## config.mk

```make
export PLATFORM = sky130hd
export DESIGN_NAME = mux_bus_ctl
export DESIGN_NICKNAME = d
export VERILOG_FILES = /design/src/rtl/mbs_pkg.sv /design/src/rtl/mbs_status_enc.sv /design/src/rtl/mbs_pad_mux.sv /design/src/rtl/mbs_seq.sv /design/src/rtl/mux_bus_ctl.sv
export SDC_FILE = /design/constraint.sdc
export NUM_CORES = 1
export LEC_CHECK = 0
export ABC_CLOCK_PERIOD_IN_PS = 1900
export CAP_MARGIN = 20
export CORE_MARGIN = 3
export CORE_UTILIZATION = 38
export CTS_CLUSTER_DIAMETER = 50
export DETAILED_ROUTE_END_ITERATION = 16
export PLACE_DENSITY = 0.8
export SYNTH_ARGS = -nofsm -noshare
export SYNTH_HDL_FRONTEND = slang
export SYNTH_SLANG_ARGS = --single-unit
export TNS_END_PERCENT = 20
```

## constraint.sdc

```tcl
create_clock -name clk -period 1.9 [get_ports clk]
set_clock_uncertainty 0.15 [all_clocks]
set_input_delay 0.475 -clock clk [delete_from_list [all_inputs] [get_ports clk]]
set_output_delay 0.475 -clock clk [all_outputs]
set_load 0.02 [all_outputs]
```

## src/rtl/mbs_pkg.sv

```systemverilog
`timescale 1ns/1ps
package mbs_pkg;

    localparam int KIND_W = 3;

    localparam logic [KIND_W-1:0] KIND_FETCH = 3'd0;
    localparam logic [KIND_W-1:0] KIND_MRD   = 3'd1;
    localparam logic [KIND_W-1:0] KIND_MWR   = 3'd2;
    localparam logic [KIND_W-1:0] KIND_IORD  = 3'd3;
    localparam logic [KIND_W-1:0] KIND_IOWR  = 3'd4;
    localparam logic [KIND_W-1:0] KIND_INTA  = 3'd5;

    typedef enum logic [2:0] {
        PH_IDLE,
        PH_T1,
        PH_T2,
        PH_TW,
        PH_T3,
        PH_HALT,
        PH_HOLD
    } phase_e;

    function automatic logic kind_is_write(input logic [KIND_W-1:0] k);
        return (k == KIND_MWR) || (k == KIND_IOWR);
    endfunction

    function automatic logic kind_is_halt(input logic [KIND_W-1:0] k);
        return k[2] & k[1];
    endfunction

    function automatic logic phase_on_bus(input phase_e p);
        return (p == PH_T1) || (p == PH_T2) || (p == PH_TW) || (p == PH_T3);
    endfunction

    function automatic logic phase_strobe(input phase_e p);
        return (p == PH_T2) || (p == PH_TW) || (p == PH_T3);
    endfunction

endpackage

```

## src/rtl/mbs_status_enc.sv

```systemverilog
`timescale 1ns/1ps
module mbs_status_enc
    import mbs_pkg::*;
(
    input  phase_e              phase,
    input  logic [KIND_W-1:0]   kind,
    output logic                iom,
    output logic                iom_oe,
    output logic                s1,
    output logic                s0
);

    logic [2:0] code;

    always_comb begin
        unique case (kind)
            KIND_FETCH: code = 3'b011;
            KIND_MRD:   code = 3'b010;
            KIND_MWR:   code = 3'b001;
            KIND_IORD:  code = 3'b110;
            KIND_IOWR:  code = 3'b101;
            KIND_INTA:  code = 3'b111;
            default:    code = 3'b000;
        endcase
    end

    always_comb begin
        if (phase_on_bus(phase)) begin
            {iom, s1, s0} = code;
            iom_oe        = 1'b1;
        end else begin
            // idle, halt and hold: IO/M floats, status lines at 00
            {iom, s1, s0} = 3'b000;
            iom_oe        = 1'b0;
        end
    end

endmodule

```

## src/rtl/mbs_pad_mux.sv

```systemverilog
`timescale 1ns/1ps
module mbs_pad_mux
    import mbs_pkg::*;
#(
    parameter int AW = 16,
    parameter int DW = 8
) (
    input  phase_e              phase,
    input  logic [KIND_W-1:0]   kind,
    input  logic [AW-1:0]       addr,
    input  logic [DW-1:0]       wdata,
    output logic [AW-DW-1:0]    addr_hi_o,
    output logic                addr_hi_oe,
    output logic [DW-1:0]       ad_o,
    output logic                ad_oe,
    output logic                ale,
    output logic                rd_n,
    output logic                wr_n,
    output logic                strobe_oe,
    output logic                hlda
);

    logic is_wr;
    logic in_t1;
    logic strobing;

    always_comb begin
        is_wr      = kind_is_write(kind);
        in_t1      = (phase == PH_T1);
        strobing   = phase_strobe(phase);

        addr_hi_o  = addr[AW-1:DW];
        addr_hi_oe = phase_on_bus(phase);

        ale        = in_t1;
        ad_o       = in_t1 ? addr[DW-1:0] : wdata;
        ad_oe      = in_t1 || (strobing && is_wr);

        rd_n       = !(strobing && !is_wr);
        wr_n       = !(strobing && is_wr);

        strobe_oe  = (phase != PH_HOLD);
        hlda       = (phase == PH_HOLD);
    end

endmodule

```

## src/rtl/mbs_seq.sv

```systemverilog
`timescale 1ns/1ps
module mbs_seq
    import mbs_pkg::*;
#(
    parameter int AW = 16,
    parameter int DW = 8
) (
    input  logic                clk,
    input  logic                rst_n,
    input  logic                req_valid,
    output logic                req_ready,
    input  logic [KIND_W-1:0]   req_kind,
    input  logic [AW-1:0]       req_addr,
    input  logic [DW-1:0]       req_wdata,
    input  logic [DW-1:0]       ad_i,
    input  logic                ready,
    input  logic                hold,
    output phase_e              phase,
    output logic [KIND_W-1:0]   kind,
    output logic [AW-1:0]       addr,
    output logic [DW-1:0]       wdata,
    output logic [DW-1:0]       rdata,
    output logic                done
);

    typedef struct packed {
        phase_e              phase;
        logic [KIND_W-1:0]   kind;
        logic [AW-1:0]       addr;
        logic [DW-1:0]       wdata;
        logic [DW-1:0]       rdata;
        logic                done;
    } seq_t;

    seq_t q, d;
    logic can_take;

    always_comb begin
        d        = q;
        d.done   = 1'b0;
        can_take = ((q.phase == PH_IDLE) || (q.phase == PH_HALT)) && !hold;

        unique case (q.phase)
            PH_IDLE, PH_HALT: begin
                if (hold) begin
                    d.phase = PH_HOLD;
                end else if (req_valid) begin
                    d.kind  = req_kind;
                    d.addr  = req_addr;
                    d.wdata = req_wdata;
                    if (kind_is_halt(req_kind)) begin
                        d.phase = PH_HALT;
                        d.done  = 1'b1;
                    end else begin
                        d.phase = PH_T1;
                    end
                end
            end
            PH_T1: d.phase = PH_T2;
            PH_T2, PH_TW: d.phase = ready ? PH_T3 : PH_TW;
            PH_T3: begin
                if (!kind_is_write(q.kind)) begin
                    d.rdata = ad_i;
                end
                d.done  = 1'b1;
                d.phase = PH_IDLE;
            end
            PH_HOLD: begin
                if (!hold) begin
                    d.phase = PH_IDLE;
                end
            end
            default: d.phase = PH_IDLE;
        endcase
    end

    always_ff @(posedge clk) begin
        if (!rst_n) begin
            q.phase <= PH_IDLE;
            q.kind  <= KIND_FETCH;
            q.addr  <= '0;
            q.wdata <= '0;
            q.rdata <= '0;
            q.done  <= 1'b0;
        end else begin
            q <= d;
        end
    end

    assign req_ready = can_take;
    assign phase     = q.phase;
    assign kind      = q.kind;
    assign addr      = q.addr;
    assign wdata     = q.wdata;
    assign rdata     = q.rdata;
    assign done      = q.done;

    // a low ready at the end of the strobe or a wait state yields a wait state
    a_r6_wait_inserted: assert property (@(posedge clk) disable iff (!rst_n)
        ((q.phase == PH_T2 || q.phase == PH_TW) && !ready) |=> (q.phase == PH_TW));

    // done only follows the completion state or a halt acceptance
    a_r7_done_source: assert property (@(posedge clk) disable iff (!rst_n)
        q.done |-> (($past(q.phase) == PH_T3) || (q.phase == PH_HALT)));

    // hold seen while idle is granted on the next edge
    a_r9_hold_granted: assert property (@(posedge clk) disable iff (!rst_n)
        (hold && q.phase == PH_IDLE) |=> (q.phase == PH_HOLD));

    // address state always advances to the strobe state
    a_r2_t1_advances: assert property (@(posedge clk) disable iff (!rst_n)
        (q.phase == PH_T1) |=> (q.phase == PH_T2));

endmodule

```

## src/rtl/mux_bus_ctl.sv

```systemverilog
`timescale 1ns/1ps
module mux_bus_ctl
    import mbs_pkg::*;
#(
    parameter int AW = 16,
    parameter int DW = 8
) (
    input  logic                clk,
    input  logic                rst_n,
    input  logic                req_valid,
    output logic                req_ready,
    input  logic [2:0]          req_kind,
    input  logic [AW-1:0]       req_addr,
    input  logic [DW-1:0]       req_wdata,
    output logic                rsp_done,
    output logic [DW-1:0]       rsp_rdata,
    output logic [AW-DW-1:0]    addr_hi_o,
    output logic                addr_hi_oe,
    output logic [DW-1:0]       ad_o,
    output logic                ad_oe,
    input  logic [DW-1:0]       ad_i,
    output logic                ale,
    output logic                rd_n,
    output logic                wr_n,
    output logic                strobe_oe,
    output logic                iom,
    output logic                iom_oe,
    output logic                s1,
    output logic                s0,
    input  logic                ready,
    input  logic                hold,
    output logic                hlda
);

    phase_e              phase;
    logic [KIND_W-1:0]   kind;
    logic [AW-1:0]       addr;
    logic [DW-1:0]       wdata;

    mbs_seq #(.AW(AW), .DW(DW)) u_seq (
        .clk       (clk),
        .rst_n     (rst_n),
        .req_valid (req_valid),
        .req_ready (req_ready),
        .req_kind  (req_kind),
        .req_addr  (req_addr),
        .req_wdata (req_wdata),
        .ad_i      (ad_i),
        .ready     (ready),
        .hold      (hold),
        .phase     (phase),
        .kind      (kind),
        .addr      (addr),
        .wdata     (wdata),
        .rdata     (rsp_rdata),
        .done      (rsp_done)
    );

    mbs_pad_mux #(.AW(AW), .DW(DW)) u_pad (
        .phase      (phase),
        .kind       (kind),
        .addr       (addr),
        .wdata      (wdata),
        .addr_hi_o  (addr_hi_o),
        .addr_hi_oe (addr_hi_oe),
        .ad_o       (ad_o),
        .ad_oe      (ad_oe),
        .ale        (ale),
        .rd_n       (rd_n),
        .wr_n       (wr_n),
        .strobe_oe  (strobe_oe),
        .hlda       (hlda)
    );

    mbs_status_enc u_stat (
        .phase  (phase),
        .kind   (kind),
        .iom    (iom),
        .iom_oe (iom_oe),
        .s1     (s1),
        .s0     (s0)
    );

    // latch enable is a single-cycle pulse followed by a strobe
    a_r2_ale_pulse: assert property (@(posedge clk) disable iff (!rst_n)
        ale |=> (!ale && (!rd_n || !wr_n)));

    // read and write strobes never overlap
    a_r4_strobes_exclusive: assert property (@(posedge clk) disable iff (!rst_n)
        !(!rd_n && !wr_n));

    // status code holds steady across strobe, wait and completion states
    a_r3_status_stable: assert property (@(posedge clk) disable iff (!rst_n)
        (!rd_n || !wr_n) |-> ($stable({iom, s1, s0}) && iom_oe));

    // a granted hold floats every driver
    a_r9_bus_floated: assert property (@(posedge clk) disable iff (!rst_n)
        hlda |-> !(ad_oe || addr_hi_oe || strobe_oe || iom_oe));

    // halted bus shows status 00 with IO/M released
    a_r8_halt_status: assert property (@(posedge clk) disable iff (!rst_n)
        (phase == PH_HALT) |-> (!iom_oe && !s1 && !s0 && rd_n && wr_n));

endmodule

```

==> reports/results.tsv <==
metric	value	unit
hold_viol_final	0	
insertion_delay	0.28	ns
cts_hold_buf	0	
setup_slack	-0.234	ns
min_path_type	flip-flop to flip-flop	
rsz0062_at_grt	yes	
io_buffers	76	
synth_seq_cells	39	
drcViolationCount	0	
ys_types	34	
diodes	0	
path_max_fanout	9	
synth_edf_count	0	
path_class	flip-flop to output port	
core	4500	sq um
viasPerCell	4.82	
grt_pass1_wl	7.30	mm
relSlewSlack	0.837	
synth_area_leaders	dfxtp_1 (43%), nand2_1 (14%), a21boi_1 (8.2%), mux2_2 (4.9%), buf_4 (4.5%)	
globalRouteOverflowTotal	0	
fp.dieW	75.4	um
post_drt_wl_per_cell	12.6	um
yosysSeqAreaShare	0.426	
dr_total_vias	1727	
synth_top_area_share	0.426	
worstMarginPinSlew	0.244	ns
antenna_found_initial	0	
place_congestion	0.754	
cts_root_buf	clkbuf_8	
start_util	0.407	
dp.cells	351	
clkSlewWorstSetupHoldPaths	0.07	ns
syn_to_final_growth	55.4	%
cp.required	1.27	ns
outcome	finished with violations	
drt_first_pass_iters	4	
finalCoreUtilization	0.632	
ant_nets	0	
htreeDepth	2	
ys.warnings.count	0	
async_reset_ff_frac	0	
finalPower	2330	uW
min_period	2.13	ns
tns	-2.19	ns
synthFlopType	dfxtp_1	
io_pins	77	
violations	negative setup slack	
cts.sinks	39	
holdWs	0.305	ns
grt_max_degree	48	
netlist_area	1830	sq um
cts_made_buffers	5	
yosysMostFrequentCell	nand2_1	
yosysTopAreaCell	dfxtp_1	
die-area	5690	sq um
peakVddDrop	0.558	mV
grt_usage	0.163	
setup_viol	15	
grt_pass1_vias	1653	
synth_cells	225	
p_per_area	818	nW/um^2
synth_common_cells	nand2_1 (69), dfxtp_1 (39), a21boi_1 (20)	
die_h	75.4	um
final_cells	358	
synth_fp_nets	265	
cts_tree	done	
start_kind	flip-flop	
maxCapViolations	0	
dpl.hpwl	3.35	mm
routed_wl	4.53	mm
slew_viol_final	0	
fmax	469	MHz
endpoint_kind	output port	
drtIter0Drc	64	
leakage	0.00122	uW
period_share	1.12	
nets	346	
syn_area_per_cell	8.14	sq um
arrival	1.51	ns
row_count	24	
clockBufferDepth	2	
drive_gt1_frac	0.225	
==> logic make-up after synthesis <==
kind of cell               synth area share
adders and majority gates           0.00546
AOI/OAI and AO/OA                     0.175
buffers and inverters                0.0820
xor gates and xnor gates             0.0184
DFF                                   0.426
and+or+nand+nor                       0.233
muxes                                0.0601
==> layout by cell type, fill, tap and decap left out, drive strengths merged <==
cell	Yosys	final
nand4	1	1
o211ai	1	1
o21ai	11	11
a221o	1	1
a21oi	1	1
a211oi	1	1
dlymetal6s2s	0	6
and3b	1	1
nor2	8	8
clkinv	0	1
nor2b	3	3
o221ai	1	1
xor2	1	1
nor3	1	1
maj3	1	1
mux2	8	8
nand2	69	69
o32ai	1	1
a21boi	29	29
and2	3	3
buf	18	39
clkdlybuf4s50	0	50
and3	1	1
inv	4	4
or2	1	1
nand3	9	9
nand2b	2	2
xnor2	2	2
clkbuf	5	6
dfxtp	39	39
mux2i	2	2
dlygate4sd2	0	2
==> where the power goes <==
group | internal [uW] | switching (uW) | total (uW)
Combinational | 426 | 417 | 843
Sequential | 892 | 52.5 | 944
Clock | 285 | 258 | 542
Total | 1600 | 727 | 2330
==> registers in the layout (all words and copies together) (netlist names) <==
name	flops
u_seq.phase	3
u_seq.addr	16
u_seq.wdata	8
u_seq.rdata	8
u_seq.kind	3
u_seq.done	1
==> routing by layer <==
layer	vias to the layer above	GRT usage	part of all wire
met4	0	0.0408	0.0075
li1	892	-	-
met1	789	0.194	0.42
met5	-	0	0
met3	4	0.0422	0.060
met2	42	0.292	0.52
==> worst max-delay path: stages (launching register included) <==
cell and delay (ns):
dfxtp_2 0.35, nand2b_4 0.15, nor2_4 0.12, buf_12 0.14, mux2_4 0.31, buf_4 0.16
==> final timing paths <==
check | slack, ns | cells after the start | endpoint | from
setup / recovery | -0.23 | 5 | ad_o[4] | u_seq.phase[1]$_SDFFE_PN0P_
hold / removal | 0.31 | 2 | u_seq.addr[15]$_SDFFE_PN0P_ | u_seq.addr[15]$_SDFFE_PN0P_
hold reg to reg | 0.31 | 2 | u_seq.addr[15]$_SDFFE_PN0P_ | u_seq.addr[15]$_SDFFE_PN0P_
setup reg to reg | 0.26 | 7 | u_seq.addr[7]$_SDFFE_PN0P_ | u_seq.phase[2]$_SDFFE_PN0P_
==> cell type report <==
class                   instances  area, sq um
inverters                       4         15.0
multi-input cells             159          971
clock buffers                   6         82.6
fillers                       410         1660
flip-flops and latches         39          792
well taps                      52         65.1
clock inverters                 1         5.00
repair buffers                 97          916
==> repair_timing <==
action,in CTS,in global routing
setup buffers,0,0
endpoints found under the hold margin,0,0
pin swaps,1,1
endpoints found under the setup margin,20,23
resized for setup,86,15
==> metrics by stage <==
| stage | instance area (sq um) | setup WS [ns] |
|---|---|---|
| after floorplan | 1890 | -0.0506 |
| after global placement | 2780 | -0.456 |
| after detailed placement | 2780 | -0.465 |
| after CTS | 2820 | -0.246 |
| after global routing | 2850 | -0.270 |
| final | 2850 | -0.234 |
Note: power is estimated with default switching activity, not from simulation.
